`src/rtl/ubg_pkg.sv`:
```
package ubg_pkg;

    typedef enum logic [1:0] {
        SRC_DIV_A = 2'd0,
        SRC_DIV_B = 2'd1,
        SRC_DIV_C = 2'd2,
        SRC_TIMER = 2'd3
    } src_sel_e;

    localparam int NUM_CH = 2;
    localparam int CH_TX  = 0;
    localparam int CH_RX  = 1;

endpackage

```
`src/rtl/ubg_base_sel.sv`:
```
module ubg_base_sel
    import ubg_pkg::*;
#(
    parameter int LOG_A = 1,
    parameter int LOG_B = 3,
    parameter int LOG_C = 5
) (
    input  logic       clk,
    input  logic       rst_n,
    input  logic       power_i,
    input  logic [1:0] sel_i,
    input  logic       tmr_i,
    output logic       tick_o
);

    localparam int MAX_AB = (LOG_A > LOG_B) ? LOG_A : LOG_B;
    localparam int PRE_W  = (MAX_AB > LOG_C) ? MAX_AB : LOG_C;

    typedef struct packed {
        logic [PRE_W-1:0] pre;
        logic             tmr_prev;
    } base_st_t;

    base_st_t st_q, st_d;
    logic     src_tick;

    always_comb begin
        st_d          = st_q;
        st_d.tmr_prev = tmr_i;
        st_d.pre      = power_i ? st_q.pre + 1'b1 : '0;
    end

    always_comb begin
        unique case (src_sel_e'(sel_i))
            SRC_DIV_A: src_tick = &st_q.pre[LOG_A-1:0];
            SRC_DIV_B: src_tick = &st_q.pre[LOG_B-1:0];
            SRC_DIV_C: src_tick = &st_q.pre[LOG_C-1:0];
            default:   src_tick = tmr_i & ~st_q.tmr_prev;
        endcase
    end

    assign tick_o = power_i & src_tick;

    always_ff @(posedge clk) begin
        if (!rst_n) begin
            st_q <= '0;
        end else begin
            st_q <= st_d;
        end
    end

    // a fresh power-up always starts the divider chain from zero
    a_r4_phase_reset: assert property (@(posedge clk) disable iff (!rst_n)
        $rose(power_i) |-> (st_q.pre == '0));

    // a timer level held high yields a single tick
    a_r3_edge_only: assert property (@(posedge clk) disable iff (!rst_n)
        (tick_o && sel_i == SRC_TIMER) |=> (sel_i != SRC_TIMER || !tick_o));

endmodule

```
`src/rtl/ubg_channel.sv`:
```
module ubg_channel #(
    parameter int CNT_W   = 5,
    parameter int MIN_DIV = 8
) (
    input  logic             clk,
    input  logic             rst_n,
    input  logic             run_i,
    input  logic             clear_i,
    input  logic             tick_i,
    input  logic [CNT_W-1:0] div_i,
    output logic             baud_o
);

    localparam logic [CNT_W-1:0] MIN_V = CNT_W'(MIN_DIV);

    typedef struct packed {
        logic [CNT_W-1:0] cnt;
        logic             half;
        logic             baud;
    } ch_st_t;

    ch_st_t           st_q, st_d;
    logic [CNT_W-1:0] div_eff;
    logic [CNT_W-1:0] last_val;

    assign div_eff  = (div_i < MIN_V) ? MIN_V : div_i;
    assign last_val = div_eff - 1'b1;

    always_comb begin
        st_d      = st_q;
        st_d.baud = 1'b0;
        if (!run_i || clear_i) begin
            st_d.cnt  = '0;
            st_d.half = 1'b0;
        end else if (tick_i) begin
            if (st_q.cnt == last_val) begin
                st_d.cnt  = '0;
                st_d.half = ~st_q.half;
                st_d.baud = st_q.half;
            end else begin
                st_d.cnt = st_q.cnt + 1'b1;
            end
        end
    end

    always_ff @(posedge clk) begin
        if (!rst_n) begin
            st_q <= '0;
        end else begin
            st_q <= st_d;
        end
    end

    assign baud_o = st_q.baud;

    // enable output never stretches past one cycle
    a_r11_single_cycle: assert property (@(posedge clk) disable iff (!rst_n)
        baud_o |=> !baud_o);

    // a re-phase strobe suppresses the next output slot
    a_r6_clear_quiet: assert property (@(posedge clk) disable iff (!rst_n)
        clear_i |=> !baud_o);

    // a stopped channel emits nothing
    a_r5_stopped_quiet: assert property (@(posedge clk) disable iff (!rst_n)
        !run_i |=> !baud_o);

endmodule

```
`src/rtl/uart_baud_gen.sv`:
```
module uart_baud_gen
    import ubg_pkg::*;
#(
    parameter int CNT_W   = 5,
    parameter int MIN_DIV = 8,
    parameter int LOG_A   = 1,
    parameter int LOG_B   = 3,
    parameter int LOG_C   = 5
) (
    input  logic             clk,
    input  logic             rst_n,
    input  logic [1:0]       prs_sel,
    input  logic             tmr_out,
    input  logic             power_en,
    input  logic             tx_en,
    input  logic             rx_en,
    input  logic [CNT_W-1:0] divisor,
    input  logic             tx_first_wr,
    input  logic             rx_start_det,
    input  logic             rx_frame_done,
    output logic             tx_baud,
    output logic             rx_baud
);

    typedef struct packed {
        logic act;
    } rx_st_t;

    rx_st_t            rx_q, rx_d;
    logic              base_tick;
    logic              rx_live;
    logic [NUM_CH-1:0] ch_run;
    logic [NUM_CH-1:0] ch_clear;
    logic [NUM_CH-1:0] ch_baud;

    ubg_base_sel #(
        .LOG_A (LOG_A),
        .LOG_B (LOG_B),
        .LOG_C (LOG_C)
    ) u_base (
        .clk     (clk),
        .rst_n   (rst_n),
        .power_i (power_en),
        .sel_i   (prs_sel),
        .tmr_i   (tmr_out),
        .tick_o  (base_tick)
    );

    assign rx_live = power_en & rx_en;

    always_comb begin
        rx_d = rx_q;
        if (!rx_live) begin
            rx_d.act = 1'b0;
        end else if (rx_start_det) begin
            rx_d.act = 1'b1;
        end else if (rx_frame_done) begin
            rx_d.act = 1'b0;
        end
    end

    always_ff @(posedge clk) begin
        if (!rst_n) begin
            rx_q <= '0;
        end else begin
            rx_q <= rx_d;
        end
    end

    assign ch_run[CH_TX]   = power_en & tx_en;
    assign ch_clear[CH_TX] = tx_first_wr;
    assign ch_run[CH_RX]   = rx_live & rx_q.act;
    assign ch_clear[CH_RX] = rx_start_det | rx_frame_done;

    for (genvar g = 0; g < NUM_CH; g++) begin : g_ch
        ubg_channel #(
            .CNT_W   (CNT_W),
            .MIN_DIV (MIN_DIV)
        ) u_ch (
            .clk     (clk),
            .rst_n   (rst_n),
            .run_i   (ch_run[g]),
            .clear_i (ch_clear[g]),
            .tick_i  (base_tick),
            .div_i   (divisor),
            .baud_o  (ch_baud[g])
        );
    end

    assign tx_baud = ch_baud[CH_TX];
    assign rx_baud = ch_baud[CH_RX];

    // an unpowered port stays silent on both outputs
    a_r4_silent_off: assert property (@(posedge clk) disable iff (!rst_n)
        !power_en |=> (!tx_baud && !rx_baud));

    // the receive output is quiet whenever no frame is in progress
    a_r7_rx_idle_quiet: assert property (@(posedge clk) disable iff (!rst_n)
        !rx_q.act |-> !rx_baud);

    // a frame-done strobe without a start parks the receiver
    a_r9_done_parks: assert property (@(posedge clk) disable iff (!rst_n)
        (rx_frame_done && !rx_start_det) |=> !rx_q.act);

endmodule

```
`config.mk`:
```
export PLATFORM = sky130hd
export DESIGN_NAME = uart_baud_gen
export DESIGN_NICKNAME = d
export VERILOG_FILES = /design/src/rtl/ubg_pkg.sv /design/src/rtl/ubg_base_sel.sv /design/src/rtl/ubg_channel.sv /design/src/rtl/uart_baud_gen.sv
export SDC_FILE = /design/constraint.sdc
export NUM_CORES = 1
export LEC_CHECK = 0
export BUFFER_PORTS_ARGS = -buffer_cell sky130_fd_sc_hd__buf_2
export CAP_MARGIN = 40
export CELL_PAD_IN_SITES_DETAIL_PLACEMENT = 1
export CELL_PAD_IN_SITES_GLOBAL_PLACEMENT = 1
export CORE_AREA = 2 2 56 64
export DETAILED_ROUTE_END_ITERATION = 10
export DIE_AREA = 0 0 58 66
export GPL_ROUTABILITY_DRIVEN = 0
export GPL_TIMING_DRIVEN = 0
export PLACE_DENSITY = 0.81
export SLEW_MARGIN = 20
export SYNTH_ARGS = -nofsm -noshare
export SYNTH_HDL_FRONTEND = slang
export SYNTH_SLANG_ARGS = --single-unit
```
`constraint.sdc`:
```
create_clock -name clk -period 3.2 [get_ports clk]
set_input_delay 0.48 -clock clk [delete_from_list [all_inputs] [get_ports clk]]
set_output_delay 0.48 -clock clk [all_outputs]
set_load 0.01 [all_outputs]
```
==> results of run 1 <==
-- per-layer routing --
layer / vias up / share of wire (%) / global-route usage, %
met2: 23 / 52 / 30.97
met4: 0 / 2.0 / 6.977
li1: 564 / - / -
met1: 554 / 43 / 20.43
met3: 6 / 2.9 / 1.370
met5: - / 0 / 0
-- per-stage QoR --
step / area, sq um / hold WS [ps]
finish: 1471 / 408.7
global route: 1471 / 411.7
CTS: 1471 / 405.8
detailed placement: 1444 / 461.1
global placement: 1444 / 446.3
floorplan: 1319 / 425.9
-- where the power goes --
part | internal [uW] | total, uW | leakage [uW] | switching, uW
clock | 46.5 | 128 | 0.0000177 | 81.0
sequential | 264 | 265 | 0.000170 | 1.53
combinational | 34.9 | 79.7 | 0.000398 | 44.8
-- kinds of logic after synthesis --
group | count (synthesis)
AO/OA/AOI/OAI | 28
XOR/XNOR | 11
adder cells (fa/ha/maj) | 6
buffers and inverters | 9
flip-flops | 21
multiplexers | 4
AND/OR/NAND/NOR | 64
-- sequential cells by signal (all words and copies together) (netlist names) --
register          cells
u_base.st_q           6
g_ch.u_ch.st_q       12
g_ch.u_ch.baud_o      2
rx_q                  1
-- worst min-delay path by stage --
stage                                     from                    to  slack (ps)
after global routing              rx_start_det                  rx_q         410
final                                  tmr_out        u_base.st_q[0]         410
after detailed placement  g_ch[1].u_ch.st_q[1]  g_ch[1].u_ch.st_q[1]         460
after CTS                         rx_start_det                  rx_q         410
after global placement    g_ch[1].u_ch.st_q[1]  g_ch[1].u_ch.st_q[1]         450
after floorplan                 u_base.st_q[1]        u_base.st_q[1]         430
-- final cells by class --
type | instances | area (sq um)
buffer | 6 | 41.29
clock buffer | 3 | 22.52
clock inverter | 1 | 5.005
fill | 395 | 1722
inverter | 3 | 11.26
multi-input combinational | 113 | 845.8
sequential | 21 | 420.4
tap | 36 | 45.04
timing repair buffer | 16 | 80.08
-- placed cells by master, fill, tap and decap left out, types with 2 or more instances in the layout --
cell and instances:
dfxtp_1 21, buf_2 17, nand2_1 9, and3_1 8, o211ai_1 7, nor2_1 7
xor2_1 7, nand3_1 6, a21oi_1 6, ha_1 6, o21ai_0 5, nor3_1 5
and2_1 3, clkbuf_1 3, nand2b_1 3, inv_1 3, nor2b_1 3, xnor2_1 3
mux2i_1 3, clkbuf_4 3, or2_2 2, nor3b_1 2, o21ai_2 2, a31oi_1 2
nand4_1 2, nand4b_1 2
==> flow_summary_export.csv, run 1 <==
group,metric,value,unit
run_status,status,"finished, final reports clean",
finish,nets,186,
grt,grt_max_degree,13,
yosys,synthCells,143,
worst_setup_path,r2r-start,"u_base.st_q[1]",
yosys,synthFlopType,"dfxtp_1",
clock_network,clk_path_buf_depth,2,
clock_network,cts-resized-gates,0,
yosys,syn_area_per_cell,9.222,sq um
routing,drtIter0Drc,44,
yosys,synth_commonest_cells,"21 x dfxtp_1, 9 x nand2_1, 8 x and3_1",
sta,setup_viol,0,
yosys,syn_area,0.001319,sq mm
worst_setup_path,reg2regPathDepth,8,
yosys,synth-xor-area-share,8.444,%
clock_network,cts_made_buffers,3,
clock_network,cts-root-buf,"clkbuf_4",
floorplan,initial_core_util,41.30,%
min_path,hold_depth,2,
clock_network,insertion_delay,300,ps
clock_network,hold_buffers,0,
worst_setup_path,cp_num_buf_inv,2,
floorplan,die_w,58,um
sta,setup_ws,850.3,ps
yosys,synthMuxAreaShare,4.269,%
routing,vias,1147,
yosys,yosysSeqAreaShare,31.88,%
yosys,ys_warn_count,0,
floorplan,pin_count,18,
worst_setup_path,cpLargestDelayFamily,"simple AND/OR/NAND/NOR gates",
grt,antenna_found_initial,0,
power_and_ir_drop,pwr_density_cell,321.0,mW/mm^2
sta,hold_violations,0,
routing,vias_per_cell,5.764,
yosys,synth-seq-cells,21,
min_path,hold_class,"in2reg",
power_and_ir_drop,irDropWorstVdd,0.0002345,V
floorplan,die_h,66,um
sta,slew_headroom,69.91,%
yosys,synth_top_family_by_area,"simple AND/OR/NAND/NOR gates",
worst_setup_path,rr_endpoint,"g_ch[1].u_ch.st_q[6]",
run,max_cap_violations,0,
sta,tns,0,ps
worst_setup_path,worst-r2r-setup-slack,860,ps
place,port_buffers,16,
grt,grt_overflow,0,
place,place_ws,495.8,ps
worst_setup_path,cp_cell_sequence,"buf_2 > o21ai_0 > ha_1 > clkbuf_8 > nor3b_1 > or3b_2 > nand4_2 > nor3_2 > mux2i_1",
worst_setup_path,cpPeakStageDelay,400,ps
routing,wire_per_inst,14.71,um
worst_setup_path,crit_path_end_kind,"flop",
yosys,synth_nets,165,
sta,clock.fmax,425.6,MHz
clock_network,htreeDepth,1,
finish,drive_gt1_share,23.31,%
floorplan,dieArea,0.003828,sq mm
finish,postLayoutCoreUtil,46.08,%
routing,drtPass1Iterations,4,
clock_network,clk_pin_slew_worst_paths,120,ps
yosys,yosysTopAreaCellShare,31.88,%
routing,drt-total-wl,2928,um
worst_setup_path,cp.required,3440,ps
yosys,post_synth_and_or_nand_nor_area_fraction,30.08,%
yosys,synth.most_common_cell,"dfxtp_1",
grt,grt_use_total,17.07,%
worst_setup_path,startpoint_type,"input pin",
place,dp_hpwl,2337,um
yosys,ys_types,47,
place,dp_cells,195,
worst_setup_path,cp_num_cells,9,
worst_setup_path,critPathKind,"in2reg",
clock_network,cts_sinks,21,
grt,grt_pass1_wl,5161,um
floorplan,rows,22,
yosys,synth_top_cell_by_area,"dfxtp_1",
yosys,synth-edff-count,0,
worst_setup_path,crit_start,"divisor[4]",
sta,final_max_slew_viol_count,0,
clock_network,cts_setup_buffers,0,
routing,drtAntennaViolNets,0,
grt,grt_pass1_vias,1146,
worst_setup_path,path_max_fanout,10,
sta,rsz0062_at_grt,"no",
finish,diodes,0,
worst_setup_path,crit_end,"g_ch[1].u_ch.st_q[1]",
finish,syn_to_final_growth,11.57,%
floorplan,core,0.003193,sq mm
worst_setup_path,crit_arrival,2590,ps
yosys,synthTopCellsByArea,"dfxtp_1 32%, ha_1 5.7%, xor2_1 4.6%, o211ai_1 4.0%, and3_1 3.8%",
yosys,synth-adder-area-share,5.693,%
power_and_ir_drop,leakage,0.0005858,uW
sta,period_share,73.43,%
finish,final-instance-count-excl-fill,199,
power_and_ir_drop,power,472.4,uW
clock_network,tritoncts,"done",
sta,worst_slew_pin_slew,446.6,ps
routing,drcViolationCount,0,
yosys,synth_compound_area_share,15.65,%
yosys,postSynth.asyncResetShare,0,%
worst_setup_path,cpMaxStageDelayCell,"o21ai_0",
sta,period_needed,2350,ps
sta,finClkSkew,3.249,ps
Power figures use the tool's default switching activity.
==> run 2, diff against run 1 <==
Settings changed: ABC_AREA set to 1, PLACE_DENSITY 0.81 to 0.8.
Clock period 3.2 ns to 2.3 ns, I/O delays scaled along.
==> flow_summary_export.csv, run 2 <==
group,metric,value,unit
run_status,status,"finished, final reports clean",
worst_setup_path,cp.required,2570,ps
clock_network,cts-resized-gates,0,
sta,setup_ws,448.3,ps
worst_setup_path,cpPeakStageDelay,400,ps
routing,vias,1113,
finish,nets,214,
yosys,synth-adder-area-share,6.116,%
clock_network,tritoncts,"done",
min_path,hold_class,"in2reg",
clock_network,cts_made_buffers,3,
sta,period_share,80.51,%
finish,drive_gt1_share,22.51,%
sta,rsz0062_at_grt,"no",
floorplan,die_w,58,um
routing,drt-total-wl,2657,um
floorplan,initial_core_util,38.44,%
clock_network,cts-root-buf,"clkbuf_4",
clock_network,clk_pin_slew_worst_paths,120,ps
sta,setup_viol,0,
yosys,synthMuxAreaShare,1.631,%
clock_network,cts_setup_buffers,0,
finish,layout_commonest_cell,"nand2_1",
yosys,post_synth_and_or_nand_nor_area_fraction,40.16,%
yosys,synth-xor-area-share,5.708,%
worst_setup_path,critPathKind,"reg2reg",
worst_setup_path,cpMaxStageDelayCell,"dfxtp_1",
clock_network,clk_path_buf_depth,2,
routing,drtAntennaViolNets,0,
sta,slew_headroom,65.10,%
grt,grt_use_total,15.99,%
clock_network,insertion_delay,320,ps
finish,syn_to_final_growth,12.84,%
yosys,ys_types,22,
yosys,ys_warn_count,0,
finish,fillers,420,
sta,worst_slew_pin_slew,519.5,ps
yosys,synthFlopType,"dfxtp_1",
sta,period_needed,1852,ps
sta,hold_violations,0,
yosys,synth_top_cell_by_area,"dfxtp_1",
place,port_buffers,17,
yosys,synthCells,170,
worst_setup_path,startpoint_type,"flop",
clock_network,htreeDepth,1,
worst_setup_path,cp_common_cell,"nand2_1",
floorplan,rows,22,
finish,layout_common_cells,"41 x nand2_1, 22 x nor2_1, 21 x dfxtp_1",
clock_network,hold_buffers,0,
routing,drtPass1Iterations,4,
finish,fin_area,0.001385,sq mm
sta,tns,0,ps
worst_setup_path,crit_arrival,2120,ps
grt,antenna_found_initial,0,
place,place_ws,256.9,ps
yosys,synthTopCellsByArea,"dfxtp_1 34%, nand2_1 13%, nor2_1 6.7%, ha_1 6.1%, inv_1 6.1%",
sta,hold_slack,216.8,ps
yosys,syn_area_per_cell,7.220,sq um
power_and_ir_drop,leakage,0.0006251,uW
grt,grt_max_degree,13,
floorplan,die_h,66,um
worst_setup_path,crit_path_end_kind,"flop",
yosys,synth_commonest_cells,"41 x nand2_1, 22 x nor2_1, 21 x dfxtp_1",
yosys,synth_compound_area_share,4.179,%
floorplan,dieArea,0.003828,sq mm
power_and_ir_drop,pwr_density_cell,476.0,mW/mm^2
worst_setup_path,path_max_fanout,10,
finish,seq_area,420.4,sq um
grt,grt_pass1_wl,4609,um
routing,wire_per_inst,11.70,um
yosys,syn_area,0.001227,sq mm
finish,multi_input_area,709.4,sq um
finish,largest_register_ffs,12,
yosys,synth_top_family_by_area,"simple AND/OR/NAND/NOR gates",
yosys,synth_nets,192,
grt,grt_pass1_vias,1086,
floorplan,core,0.003193,sq mm
yosys,yosysSeqAreaShare,34.25,%
routing,drcViolationCount,0,
yosys,synth-seq-cells,21,
yosys,postSynth.asyncResetShare,0,%
power_and_ir_drop,irDropWorstVdd,0.0002662,V
yosys,yosysTopAreaCellShare,34.25,%
place,dp_hpwl,2220,um
clock_network,cts_sinks,21,
place,dpl_cell_area,0.001358,sq mm
yosys,synth.most_common_cell,"nand2_1",
worst_setup_path,cp_cell_sequence,"ha_1 > nand2_1 > nor2_1 > ha_1 > nand2_1 > nand2_1 > nor2_1 > nor2_2 > buf_6 > inv_2 > or2_1 > a21oi_2",
finish,diodes,0,
routing,vias_per_cell,4.903,
grt,grt_overflow,0,
finish,top_register,"g_ch.u_ch.st_q",
yosys,synth-edff-count,0,
sta,finClkSkew,2.443,ps
sta,clock.fmax,540.0,MHz
sta,final_max_slew_viol_count,0,
run,max_cap_violations,0,
floorplan,pin_count,18,
routing,drtIter0Drc,13,
-- run 2: cell families (layout without fill, tap and decap cells) --
family | count (synthesis) | in the layout
simple gates | 101 | 101
compound gates | 8 | 8
fa+ha+maj | 6 | 6
flops | 21 | 21
mux | 2 | 2
xor+xnor | 8 | 8
buf+inv | 24 | 45
-- run 2: path summary, 6_finish.rpt --
kind	from	cells past startpoint	slack [ps]	endpoint
setup / recovery	u_base.st_q[1]	12	450	g_ch[1].u_ch.st_q[2]
hold / removal	rst_n	3	220	u_base.st_q[0]
setup reg to reg	u_base.st_q[1]	12	450	g_ch[1].u_ch.st_q[2]
hold reg to reg	u_base.st_q[1]	1	480	u_base.st_q[1]
-- run 2: power by group --
part	internal [uW]	switching, uW	total, uW
registers	367	2.05	369
clock network	65.3	123	188
logic	39.6	62.3	102
-- run 2: area by class of cell --
class,instances,share of cell area [%]
Timing Repair Buffer,17,6.143
Sequential cell,21,30.35
Clock inverter,1,0.3613
Inverter,23,6.233
Tap cell,36,3.252
Clock buffer,3,1.626
Multi-Input combinational cell,125,51.22
Buffer,1,0.8130
-- run 2: per-layer routing --
| layer | track usage, % | up-vias | wire length [um] |
|---|---|---|---|
| met5 | 0 | - | 0 |
| met4 | 6.977 | 0 | 52 |
| met3 | 2.348 | 5 | 95 |
| met2 | 31.39 | 27 | 1444 |
| met1 | 16.27 | 509 | 1065 |
| li1 | - | 572 | - |
-- run 2: critical path, delay by kind of cell, from the launching register on --
family,cells,cell delay (ps)
compound gates,1,130
fa+ha+maj,2,340
buf+inv,2,220
flops,1,400
simple gates,7,710
-- run 2: per-stage QoR --
stage                     utilization [%]  total power, uW  std cells
final                               43.38            659.3        227
after global routing                43.38            695.3        227
after CTS                           43.38            666.2        227
after detailed placement            42.52            479.8        223
after global placement              42.52            471.6        223
after floorplan                         -            444.8        170
==> run 3, diff against run 2 <==
Settings changed: CORE_AREA 2 2 56 64 to 2 2 59 67, DIE_AREA 0 0 58 66 to 0 0 61 69, PLACE_DENSITY 0.8 to 0.77.
Clock period 2.3 ns to 1.7 ns, I/O delays scaled along.
==> flow_summary_export.csv, run 3 (same netlist as run 2, synthesis figures left out) <==
group,metric,value,unit
finish,top_register,"g_ch.u_ch.st_q",
clock_network,clk_path_buf_depth,2,
finish,final-instance-count-excl-fill,245,
floorplan,die_w,61,um
sta,hold_slack,187.1,ps
clock_network,cts-root-buf,"clkbuf_8",
worst_setup_path,r2r-start,"u_base.st_q[1]",
routing,drtAntennaViolNets,0,
floorplan,core,0.003540,sq mm
routing,vias,1106,
sta,slew_headroom,65.69,%
power_and_ir_drop,p_seq_share,50.7,%
run_status,violations,"negative setup slack",
sta,period_needed,1742,ps
sta,setup_ws,-41.56,ps
worst_setup_path,reg2regPathDepth,12,
finish,layout_common_cells,"39 x nand2_1, 20 x inv_1, 19 x nor2_1, 19 x dfxtp_1, 17 x buf_2",
worst_setup_path,cpLargestDelayFamily,"simple AND/OR/NAND/NOR gates",
sta,period_share,102.4,%
sta,finClkSkew,2.192,ps
power_and_ir_drop,irDropWorstVdd,0.0003222,V
finish,multi_input_area,774.5,sq um
floorplan,die_h,69,um
worst_setup_path,cp.required,1870,ps
place,dp_cells,237,
worst_setup_path,cp_num_buf_inv,1,
clock_network,tritoncts,"done",
sta,final_max_slew_viol_count,0,
power_and_ir_drop,p_sw_share,26.58,%
floorplan,pin_count,18,
worst_setup_path,cp_cell_sequence,"ha_4 > nand2_2 > nor2_2 > ha_2 > nand2_1 > nand2_1 > nor2_2 > nor2_4 > buf_6 > nand4_1 > xor2_1 > nor2_2",
finish,diodes,0,
finish,seq_area,422.9,sq um
worst_setup_path,cp_num_cells,12,
worst_setup_path,crit_start,"u_base.st_q[1]",
sta,hold_violations,0,
power_and_ir_drop,leakage,0.0006551,uW
worst_setup_path,critPathKind,"reg2reg",
finish,nets,218,
grt,grt_max_degree,13,
power_and_ir_drop,power_frac_comb,15.6,%
worst_setup_path,path_max_fanout,5,
clock_network,cts_made_buffers,3,
routing,vias_per_cell,4.514,
finish,largest_register_ffs,12,
grt,grt_pass1_vias,1064,
finish,drive_gt1_share,30.77,%
run_status,status,"complete, but fails checks",
sta,setup_viol,12,
power_and_ir_drop,pwr-share-clk,33.7,%
floorplan,dieArea,0.004209,sq mm
floorplan,initial_core_util,34.68,%
clock_network,clk_pin_slew_worst_paths,80,ps
worst_setup_path,crit_arrival,1910,ps
grt,grt_overflow,0,
routing,wire_per_inst,11.03,um
sta,rsz0062_at_grt,"yes",
clock_network,htreeDepth,1,
worst_setup_path,cpMaxStageDelayCell,"dfxtp_2",
grt,grt_use_total,13.83,%
worst_setup_path,startpoint_type,"flop",
sta,clock.fmax,574.2,MHz
routing,drtIter0Drc,16,
clock_network,insertion_delay,260,ps
clock_network,cts_sinks,21,
min_path,min_from,"rst_n",
routing,drcViolationCount,0,
power_and_ir_drop,power_switching,261.8,uW
sta,worst_slew_pin_slew,510.8,ps
routing,drtPass1Iterations,4,
min_path,hold_class,"in2reg",
place,dp_hpwl,1957,um
worst_setup_path,cp_common_cell,"nor2_2",
worst_setup_path,cpPeakStageDelay,360,ps
run,max_cap_violations,0,
place,port_buffers,17,
power_and_ir_drop,pwr_density_cell,647.5,mW/mm^2
routing,drt-total-wl,2702,um
finish,syn_to_final_growth,23.96,%
worst_setup_path,crit_path_end_kind,"flop",
grt,antenna_found_initial,0,
finish,layout_commonest_cell,"nand2_1",
clock_network,hold_buffers,0,
power_and_ir_drop,p_int,723.3,uW
floorplan,rows,23,
grt,grt_pass1_wl,4450,um
min_path,hold_depth,3,
finish,fillers,473,
run 3: changes by cell type in the layout (fill, tap and decap cells not counted), sizes merged:
cell  delta
buf      +4
run 3: worst paths after layout:
path	slack (ps)	end
max	-40	g_ch[1].u_ch.st_q[6]
min	190	u_base.st_q[0]
max reg2reg	-40	g_ch[1].u_ch.st_q[6]
min reg2reg	470	g_ch[0].u_ch.baud_o
run 3: tightest hold or removal path, stage by stage:
cell and delay (ps):
buf_2 90, nand2_1 40, inv_1 40
run 3: stage by stage:
stage / total power [uW] / TNS [ps] / cell area, sq um / setup slack [ps] / utilization, %
finish: 985.1 / -257.9 / 1521 / -41.56 / 42.98
global route: 1042 / -2140 / 1521 / -192.8 / 42.98
CTS: 985.5 / -1144 / 1454 / -117.1 / 41.07
floorplan: 601.8 / 0 / 1227 / 78.56 / -
global placement: 641.6 / -1771 / 1375 / -189.7 / 38.85
detailed placement: 644.5 / -2358 / 1375 / -218.6 / 38.85
run 3: power groups by stage:
| stage | Clock (uW) | Sequential [uW] | Combinational [uW] |
|---|---|---|---|
| after floorplan | 0 | 510 | 92.1 |
| after global placement | 0 | 510 | 131 |
| after detailed placement | 0 | 510 | 134 |
| after CTS | 345 | 499 | 141 |
| after global routing | 367 | 500 | 174 |
| final | 332 | 500 | 153 |
run 3: per-layer routing:
metal  vias up  track usage, %  routed length, um
li1        581               -                  -
met1       503           16.99               1234
met2        17           23.06               1351
met3         5           1.689                 60
met4         0           6.522                 55
met5         -               0                  0
run 3: cell type report:
cell class              count  area share, %
flip-flops and latches     21          27.80
clock inverters             1         0.3289
multi-input cells         125          50.90
inverters                  23          5.839
well taps                  50          4.112
clock buffers               3          2.714
plain buffers               1         0.7401
repair buffers             21          7.566
run 3: timing repair:
action,CTS,global route
resized for setup,6,13
setup endpoints to repair,14,14
hold endpoints to repair,0,0
setup buffers,1,2
cloned,1,0
pin swaps,4,3
